[src/rtl/cpq_pkg.sv]
package cpq_pkg;
  localparam int unsigned WORD_BYTES = 4;
  localparam int unsigned WORD_BITS  = 8 * WORD_BYTES;
  typedef logic [7:0] code_byte_t;
  typedef logic [2:0] nbytes_t;
endpackage

[src/rtl/cpq_byte_ring.sv]
module cpq_byte_ring
  import cpq_pkg::*;
#(
  parameter int unsigned DEPTH = 16
) (
  input  logic                          clk,
  input  logic                          rst_n,
  input  logic                          clear_i,
  input  nbytes_t                       wr_n_i,
  input  logic [WORD_BITS-1:0]          wr_data_i,
  input  nbytes_t                       take_i,
  output logic [$clog2(DEPTH):0]        occ_o,
  output logic [WORD_BITS-1:0]          raw_o
);
  localparam int unsigned PW = $clog2(DEPTH);
  localparam int unsigned CW = PW + 1;

  code_byte_t      mem [DEPTH];
  logic [PW-1:0]   rd_q, wr_q;
  logic [CW-1:0]   occ_q;

  // pointer and occupancy state
  always_ff @(posedge clk) begin
    if (!rst_n || clear_i) begin
      rd_q  <= '0;
      wr_q  <= '0;
      occ_q <= '0;
    end else begin
      wr_q  <= wr_q + PW'(wr_n_i);
      rd_q  <= rd_q + PW'(take_i);
      occ_q <= occ_q + CW'(wr_n_i) - CW'(take_i);
    end
  end

  // byte storage, no reset needed
  always_ff @(posedge clk) begin
    if (rst_n && !clear_i) begin
      for (int i = 0; i < WORD_BYTES; i++) begin
        if (nbytes_t'(i) < wr_n_i)
          mem[wr_q + PW'(i)] <= wr_data_i[8*i +: 8];
      end
    end
  end

  genvar g;
  generate
    for (g = 0; g < WORD_BYTES; g++) begin : g_rd
      assign raw_o[8*g +: 8] = mem[rd_q + PW'(g)];
    end
  endgenerate

  assign occ_o = occ_q;
endmodule

[src/rtl/cpq_window.sv]
module cpq_window
  import cpq_pkg::*;
#(
  parameter int unsigned DEPTH = 16
) (
  input  logic [$clog2(DEPTH):0]  occ_i,
  input  logic [WORD_BITS-1:0]    raw_i,
  output logic                    head_valid_o,
  output code_byte_t              head_byte_o,
  output logic [WORD_BITS-1:0]    win_data_o,
  output nbytes_t                 win_count_o
);
  localparam int unsigned CW = $clog2(DEPTH) + 1;

  always_comb begin
    if (occ_i >= CW'(WORD_BYTES)) win_count_o = nbytes_t'(WORD_BYTES);
    else                          win_count_o = nbytes_t'(occ_i);
  end

  assign head_valid_o = (occ_i != '0);
  assign head_byte_o  = head_valid_o ? raw_i[7:0] : 8'h00;

  genvar g;
  generate
    for (g = 0; g < WORD_BYTES; g++) begin : g_mask
      assign win_data_o[8*g +: 8] = (win_count_o > nbytes_t'(g)) ? raw_i[8*g +: 8] : 8'h00;
    end
  endgenerate
endmodule

[src/rtl/cpq_fetch_ctrl.sv]
module cpq_fetch_ctrl
  import cpq_pkg::*;
#(
  parameter int unsigned    AW         = 32,
  parameter int unsigned    DEPTH      = 16,
  parameter int unsigned    OUT_MAX    = 4,
  parameter logic [AW-1:0]  RESET_ADDR = '0
) (
  input  logic                           clk,
  input  logic                           rst_n,
  input  logic                           flush_i,
  input  logic [AW-1:0]                  flush_addr_i,
  input  logic [$clog2(DEPTH):0]         occ_i,
  output logic                           fetch_valid_o,
  input  logic                           fetch_ready_i,
  output logic [AW-1:0]                  fetch_addr_o,
  input  logic                           resp_valid_i,
  input  logic [WORD_BITS-1:0]           resp_data_i,
  output nbytes_t                        wr_n_o,
  output logic [WORD_BITS-1:0]           wr_data_o,
  output logic [$clog2(OUT_MAX+1)-1:0]   live_o,
  output logic [$clog2(OUT_MAX+1)-1:0]   stale_o
);
  localparam int unsigned CW = $clog2(DEPTH) + 1;
  localparam int unsigned OW = $clog2(OUT_MAX + 1);
  localparam int unsigned SW = CW + OW + 3;

  logic [AW-3:0] nf_q;
  logic [OW-1:0] live_q, stale_q;
  logic          first_q;
  logic [1:0]    skip_q, skip_eff;
  logic [SW-1:0] need;
  logic          room_ok, slots_ok, req_fire, resp_live;

  always_comb begin
    need      = SW'(occ_i) + (SW'(live_q) << 2) + SW'(WORD_BYTES);
    room_ok   = (need <= SW'(DEPTH));
    slots_ok  = ((OW+1)'(live_q) + (OW+1)'(stale_q)) < (OW+1)'(OUT_MAX);
    fetch_valid_o = room_ok && slots_ok;
    req_fire  = fetch_valid_o && fetch_ready_i;
    resp_live = resp_valid_i && (stale_q == '0) && !flush_i;
    skip_eff  = first_q ? skip_q : 2'd0;
    wr_n_o    = resp_live ? (nbytes_t'(WORD_BYTES) - nbytes_t'(skip_eff)) : '0;
    wr_data_o = resp_data_i >> {skip_eff, 3'b000};
  end

  always_ff @(posedge clk) begin
    if (!rst_n) begin
      nf_q    <= RESET_ADDR[AW-1:2];
      live_q  <= '0;
      stale_q <= '0;
      first_q <= 1'b1;
      skip_q  <= RESET_ADDR[1:0];
    end else if (flush_i) begin
      // everything in flight, including a request taken this cycle, goes stale
      stale_q <= stale_q + live_q + OW'(req_fire) - OW'(resp_valid_i);
      live_q  <= '0;
      nf_q    <= flush_addr_i[AW-1:2];
      first_q <= 1'b1;
      skip_q  <= flush_addr_i[1:0];
    end else begin
      if (req_fire) nf_q <= nf_q + 1'b1;
      if (resp_valid_i && stale_q != '0) stale_q <= stale_q - 1'b1;
      live_q <= live_q + OW'(req_fire) - OW'(resp_valid_i && stale_q == '0);
      if (resp_live) first_q <= 1'b0;
    end
  end

  assign fetch_addr_o = {nf_q, 2'b00};
  assign live_o       = live_q;
  assign stale_o      = stale_q;
endmodule

[src/rtl/code_prefetch_queue.sv]
module code_prefetch_queue
  import cpq_pkg::*;
#(
  parameter int unsigned    AW         = 32,
  parameter int unsigned    DEPTH      = 16,
  parameter int unsigned    OUT_MAX    = 4,
  parameter logic [AW-1:0]  RESET_ADDR = 32'h0000_FFF0
) (
  input  logic           clk,
  input  logic           rst_n,
  input  logic           flush_i,
  input  logic [AW-1:0]  flush_addr_i,
  output logic           fetch_valid_o,
  input  logic           fetch_ready_i,
  output logic [AW-1:0]  fetch_addr_o,
  input  logic           resp_valid_i,
  input  logic [31:0]    resp_data_i,
  output logic           head_valid_o,
  output logic [7:0]     head_byte_o,
  output logic [31:0]    win_data_o,
  output logic [2:0]     win_count_o,
  input  logic [2:0]     take_i
);
  localparam int unsigned CW = $clog2(DEPTH) + 1;
  localparam int unsigned OW = $clog2(OUT_MAX + 1);

  logic [CW-1:0]        occ;
  logic [WORD_BITS-1:0] raw;
  nbytes_t              wr_n;
  logic [WORD_BITS-1:0] wr_data;
  logic [OW-1:0]        live_cnt, stale_cnt;
  nbytes_t              take_eff;

  assign take_eff = flush_i ? '0 : take_i;

  cpq_fetch_ctrl #(
    .AW(AW), .DEPTH(DEPTH), .OUT_MAX(OUT_MAX), .RESET_ADDR(RESET_ADDR)
  ) u_fetch (
    .clk(clk), .rst_n(rst_n),
    .flush_i(flush_i), .flush_addr_i(flush_addr_i),
    .occ_i(occ),
    .fetch_valid_o(fetch_valid_o), .fetch_ready_i(fetch_ready_i), .fetch_addr_o(fetch_addr_o),
    .resp_valid_i(resp_valid_i), .resp_data_i(resp_data_i),
    .wr_n_o(wr_n), .wr_data_o(wr_data),
    .live_o(live_cnt), .stale_o(stale_cnt)
  );

  cpq_byte_ring #(.DEPTH(DEPTH)) u_ring (
    .clk(clk), .rst_n(rst_n), .clear_i(flush_i),
    .wr_n_i(wr_n), .wr_data_i(wr_data), .take_i(take_eff),
    .occ_o(occ), .raw_o(raw)
  );

  cpq_window #(.DEPTH(DEPTH)) u_view (
    .occ_i(occ), .raw_i(raw),
    .head_valid_o(head_valid_o), .head_byte_o(head_byte_o),
    .win_data_o(win_data_o), .win_count_o(win_count_o)
  );
endmodule

[config.mk]
export PLATFORM = sky130hd
export DESIGN_NAME = code_prefetch_queue
export DESIGN_NICKNAME = d
export VERILOG_FILES = /design/src/rtl/cpq_pkg.sv /design/src/rtl/cpq_byte_ring.sv /design/src/rtl/cpq_window.sv /design/src/rtl/cpq_fetch_ctrl.sv /design/src/rtl/code_prefetch_queue.sv
export SDC_FILE = /design/constraint.sdc
export NUM_CORES = 1
export LEC_CHECK = 0
export BUFFER_PORTS_ARGS = -buffer_cell sky130_fd_sc_hd__buf_2
export CORE_ASPECT_RATIO = 0.7
export CORE_UTILIZATION = 33
export DETAILED_ROUTE_END_ITERATION = 16
export PLACE_DENSITY_LB_ADDON = 0.2
export SYNTH_ARGS = -nofsm -noshare
export SYNTH_HDL_FRONTEND = slang
export SYNTH_SLANG_ARGS = --single-unit
[constraint.sdc]
create_clock -name clk -period 3.9 [get_ports clk]
set_clock_uncertainty 0.1 [all_clocks]
set_input_delay 0.195 -clock clk [delete_from_list [all_inputs] [get_ports clk]]
set_output_delay 0.195 -clock clk [all_outputs]
set_load 0.02 [all_outputs]
## Word-level counts from Yosys, hierarchy flattened

Memories as Yosys holds them, arrays and structs flattened. A register that Yosys moved wholly into a read port is not among the register bits.
Index checks and enable logic that the tools add are counted.

| cells by class | value |
|---|---|
| reductions and logical operators | 15 |
| muxes and demuxes | 26 |
| order comparisons | 11 |
| $add $sub $neg | 21 |
| bitwise logic cells | 1 |
| shift-type cells | 1 |

Operator list:

| operator | number |
|---|---|
| $mux 30 | 2 |
| $mux 8 | 5 |
| $shr 32x5->32 | 1 |
| $add 30x1->30 const B | 1 |
| $add 4x2->4 const B | 4 |
| $mux 3 | 5 |
| $mux 1 | 12 |
| $add 11x3->11 const B | 1 |
| $le 11x5->1 const B | 1 |
| $add 4x1->4 const B | 2 |
| $add 4x3->4 | 2 |
| $add 3x1->3 | 2 |
| $add 5x5->6 | 1 |
| $gt 3x1->1 const B | 2 |
| $gt 3x2->1 const B | 2 |
| $logic_and 1x1->1 | 6 |
| $lt 1x3->1 const A | 2 |
| $lt 2x3->1 const A | 2 |
| $sub 3x1->3 | 2 |
| $add 5x3->5 | 1 |
| $ge 5x3->1 const B | 1 |
| $reduce_bool 5->1 | 1 |
| $sub 5x3->5 | 1 |
| $add 3x3->4 | 1 |
| other kinds (13) | 15 |

| word-level totals | value |
|---|---|
| input port bits | 72 |
| memories | 1 |
| RAM bits | 128 |
| output and inout bits | 77 |
| flip-flop bits (word level) | 52 |
| word-level logic and storage cells | 84 |

Memories:

| name | depth | width | rd ports | clocked after Yosys merged registers in | write ports | line | source |
|---|---|---|---|---|---|---|---|
| u_ring.mem | 16 | 8 | 4 | 1 | 4 | cpq_byte_ring.sv:18 | `code_byte_t mem [DEPTH];` |

## Logic depth before layout (Yosys ltp)

| depth | value |
|---|---|
| depth after elaboration | 8 |
| depth in mapped cells | 13 |
| mapped depth without buffers | 12 |

## By module

A second synthesis with hierarchy kept.

| unflattened totals | value |
|---|---|
| cell total of the unflattened synthesis | 1796 |
| area, all modules | 17274.1 µm² |

Modules (own cells, without submodules):

| module | area each (µm²) | cells an instance | sequential area each (µm²) | times used |
|---|---|---|---|---|
| cpq_byte_ring | 13639.3 | 1315 | 4103.9 | 1 |
| cpq_fetch_ctrl | 3190.6 | 425 | 780.7 | 1 |
| cpq_window | 425.4 | 53 | 0.0 | 1 |
| code_prefetch_queue | 18.8 | 3 | 0.0 | 1 |

## Least setup slack after synthesis

No wires, ideal clock.

| timing | value |
|---|---|
| kind | register to output |
| start | register u_ring.rd_q[1] |
| end | output win_data_o[24] |
| path slack | 0.296 ns |
| path buffers | 7 |
| arrival time | 3.309 ns |
| stages on the path, launching flop included | 13 |
| data required time | 3.605 ns |
| cell sequence | dfxtp_1 -> buf_2 -> buf_2 -> buf_2 -> buf_2 -> inv_1 -> ha_1 -> buf_4 -> buf_2 -> clkbuf_1 -> mux4_2 -> mux2i_1 -> a211oi_1 |

| on the way | value |
|---|---|
| word-level cells in the longest chain between the ends | 3 |

Ends and longest elaborated chain:

| what | line | source |
|---|---|---|
| from (decl) | cpq_byte_ring.sv:19 | `logic [PW-1:0] rd_q, wr_q;` |
| from (signal assigned) | cpq_byte_ring.sv:30 | `rd_q <= rd_q + PW'(take_i);` |
| $add 4x2->4 | cpq_byte_ring.sv:48 | `assign raw_o[8*g +: 8] = mem[rd_q + PW'(g)];` |
| $mem_v2 16x8 | -- |  |
| $mux 8 | cpq_window.sv:26 | `assign win_data_o[8*g +: 8] = (win_count_o > nbytes_t'(g)) ? raw_i[8*g +: 8] : 8'h00;` |
| to (decl) | code_prefetch_queue.sv:20 | `output logic [31:0] win_data_o,` |

No other way between the ends.

==> impl_metrics.json <==
{
  "yosysSeqAreaShare_pct": 29.4,
  "grt_first_pass_wirelength_um": 102000,
  "gp_congestion": 1.01,
  "synth_top_area_share_pct": 23.1,
  "synth.most_common_cell": "mux2i_1",
  "required_ns": 3.89,
  "status": "finished, final reports clean",
  "drc": 0,
  "synthFlopType": "edfxtp_1",
  "overflow": 0,
  "maxSlewHeadroom_pct": 18.1,
  "comb_power_share_pct": 41.8,
  "p_clk_share_pct": 25.4,
  "die_w_um": 270,
  "setup_viol": 0,
  "synth_edf_count": 128,
  "ir_drop_v": 0.000331,
  "clk_latency_ns": 0.47,
  "avgViaCountPerCell": 6.46,
  "cts-root-buf": "clkbuf_16",
  "clk_pin_slew_worst_paths_ns": 0.08,
  "dr_total_vias": 15500,
  "cts_tree": "done",
  "yosys.area.top_type": "edfxtp_1",
  "hp-class": "in -> reg",
  "antenna_left": 0,
  "dr.first_iter.drc_count": 1950,
  "final_nets": 1830,
  "initial_core_util_pct": 33.6,
  "cts_setup_buffers": 0,
  "syn_avg_cell_area_um2": 10.5,
  "port_buffers": 146,
  "crit_path_end_kind": "flop",
  "wire_per_inst_um": 29.5,
  "finalHoldViolations": 0,
  "period_minus_slack_ns": 3.69,
  "rsz0062_at_grt": "false",
  "drv_cap": 0,
  "first_global_vias": 14400,
  "post-place-ws_ns": 0.156,
  "rows": 68,
  "dpl.hpwl_um": 53100,
  "period_share_pct": 94.5,
  "criticalPathCategory": "reg -> reg",
  "synthToLayoutAreaGrowth_pct": 14.4,
  "async_reset_ff_share_pct": 0,
  "yosys_register_bits": 180,
  "pwr-share-seq_pct": 32.8,
  "clock_sinks": 180,
  "netSwitchingFraction_pct": 41.3,
  "numCtsBuffers": 17,
  "synthTopCellsByArea": "edfxtp_1 23%, mux4_2 20%, mux2i_1 9.0%, dfxtp_1 6.3%, o22ai_1 3.6%",
  "ios": 149,
  "yosysUniqueCellTypes": 87,
  "die_h_um": 190,
  "htreeDepth": 4,
  "slew_viol_final": 0,
  "syn-cell-area_um2": 16600,
  "core_area_um2": 49500,
  "synth_commonest_cells": "150 x mux2i_1, 146 x mux4_2, 128 x edfxtp_1, 109 x a21oi_1, 99 x nand2_1",
  "drive_gt1_share_pct": 26.7,
  "leakagePower_nw": 6.96,
  "syn-instance-count": 1590,
  "cp.arrival_ns": 3.68,
  "finalWorstSetupSlack_ns": 0.214,
  "wirelength_um": 70700,
  "cts_buffer_depth": 2,
  "dieArea_um2": 51300,
  "crit_fanout": 15,
  "antenna_found_initial": 2,
  "grt_max_degree": 133,
  "fin_setup_tns_ns": 0,
  "tightest_slew_ns": 1.23,
  "startpoint_type": "flop",
  "p_per_area_nw_per_um2": 371,
  "first_pass_iters": 6,
  "n_fill_cell": 4870,
  "p_int_mw": 4.14,
  "power_switching_mw": 2.92,
  "fmax_ghz": 0.271,
  "synth_warnings": 0,
  "track_usage_pct": 27.3
}
## per-stage QoR
step	util, %	instance area [µm²]	power [mW]	instances	hold slack [ns]
final	38.4	19000	7.06	2397	0.112
after detailed placement	36.6	18100	5.23	2332	0.337
after global placement	36.6	18100	5.21	2332	0.335
after global routing	38.4	19000	7.37	2397	0.153
after CTS	38.4	19000	7.06	2396	0.0845
after floorplan	-	16600	4.15	1591	0.238
## final timing paths
kind,startpoint,end,slack (ns),cells after the start
worst max-delay path,u_fetch.first_q$_SDFFE_PN1P_,u_ring.mem[5][3]$_DFFE_PP_,0.21,8
worst min-delay path,take_i[1],u_ring.rd_q[1]$_SDFF_PN0_,0.11,4
worst max register to register,u_fetch.first_q$_SDFFE_PN1P_,u_ring.mem[5][3]$_DFFE_PP_,0.21,8
worst min register to register,u_fetch.nf_q[26]$_SDFFE_PN0P_,u_fetch.nf_q[26]$_SDFFE_PN0P_,0.41,2
## cell type report
type                    instances  area, µm²  share of cell area, %
multi-input cells            1211      10800                   56.9
well taps                     665        832                   4.37
repair buffers                264       1710                   8.99
flip-flops and latches        180       4890                   25.7
clock buffers                  17        425                   2.24
diodes                          1       2.50                 0.0132
clock inverters                15        164                  0.862
inverters                      44        165                  0.868
## cell families (layout without fill, tap and decap cells)
| family | after synthesis | after routing | synth area share (%) |
|---|---|---|---|
| buf+inv | 200 | 340 | 5.69 |
| xor+xnor | 26 | 26 | 1.37 |
| fa+ha+maj | 40 | 40 | 3.42 |
| simple gates | 430 | 430 | 14.7 |
| mux | 298 | 298 | 28.9 |
| other cells | 1 | 3 | 0.0226 |
| compound gates | 415 | 415 | 16.4 |
| flops | 180 | 180 | 29.4 |
## what timing repair did
item                                    in CTS  in global routing
resized for setup                            0                  1
hold buffers                                32                  0
endpoints found under the hold margin       32                  0
endpoints found under the setup margin       0                 40
## power by group through the flow
stage          sequential (mW)  combinational (mW)  clock (mW)
2_1_floorplan             2.32                1.84           0
3_3_place_gp              2.35                2.86           0
3_5_place_dp              2.35                2.88           0
4_1_cts                   2.31                2.91        1.83
5_1_grt                   2.33                3.15        1.89
6_report                  2.32                2.95        1.79
## layout by cell type, fill, tap and decap left out, types with 42 or more instances in the layout
| cell type | instances |
|---|---|
| edfxtp_1 | 128 |
| a211oi_1 | 47 |
| nand2_1 | 99 |
| nor2b_1 | 46 |
| buf_4 | 85 |
| nand3_1 | 49 |
| o22ai_1 | 95 |
| mux2i_1 | 150 |
| mux4_2 | 146 |
| nor2_1 | 54 |
| inv_1 | 42 |
| dfxtp_1 | 50 |
| a21oi_1 | 106 |
| buf_2 | 146 |
## state kept, by name, summed over array words and instances (netlist names)
register / flops
u_ring.mem: 128
u_fetch.skip_q: 2
u_ring.wr_q: 4
u_fetch.live_o: 3
u_ring.rd_q: 4
u_ring.occ_o: 5
u_fetch.first_q: 1
u_fetch.nf_q: 30
u_fetch.stale_o: 3
## worst max-delay path, cell delays in order, from the launching register on
cell and delay [ns]:
dfxtp_1 0.55, and2_1 0.20, inv_1 0.11, ha_1 0.36
a31oi_1 0.17, nor2_1 0.59, nand3_1 0.39, and2_0 0.37
o211ai_1 0.45
## per-layer routing
metal | part of all wire (%) | up-vias | wire length [µm] | track usage, %
li1 | - | 6573 | - | -
met1 | 43 | 7665 | 30100 | 38.8
met2 | 39 | 1097 | 27800 | 36.9
met3 | 15 | 150 | 10600 | 11.8
met4 | 2.9 | 0 | 2020 | 7.97
met5 | 0 | - | 0 | 0
Note: power is estimated with default switching activity, not from simulation.
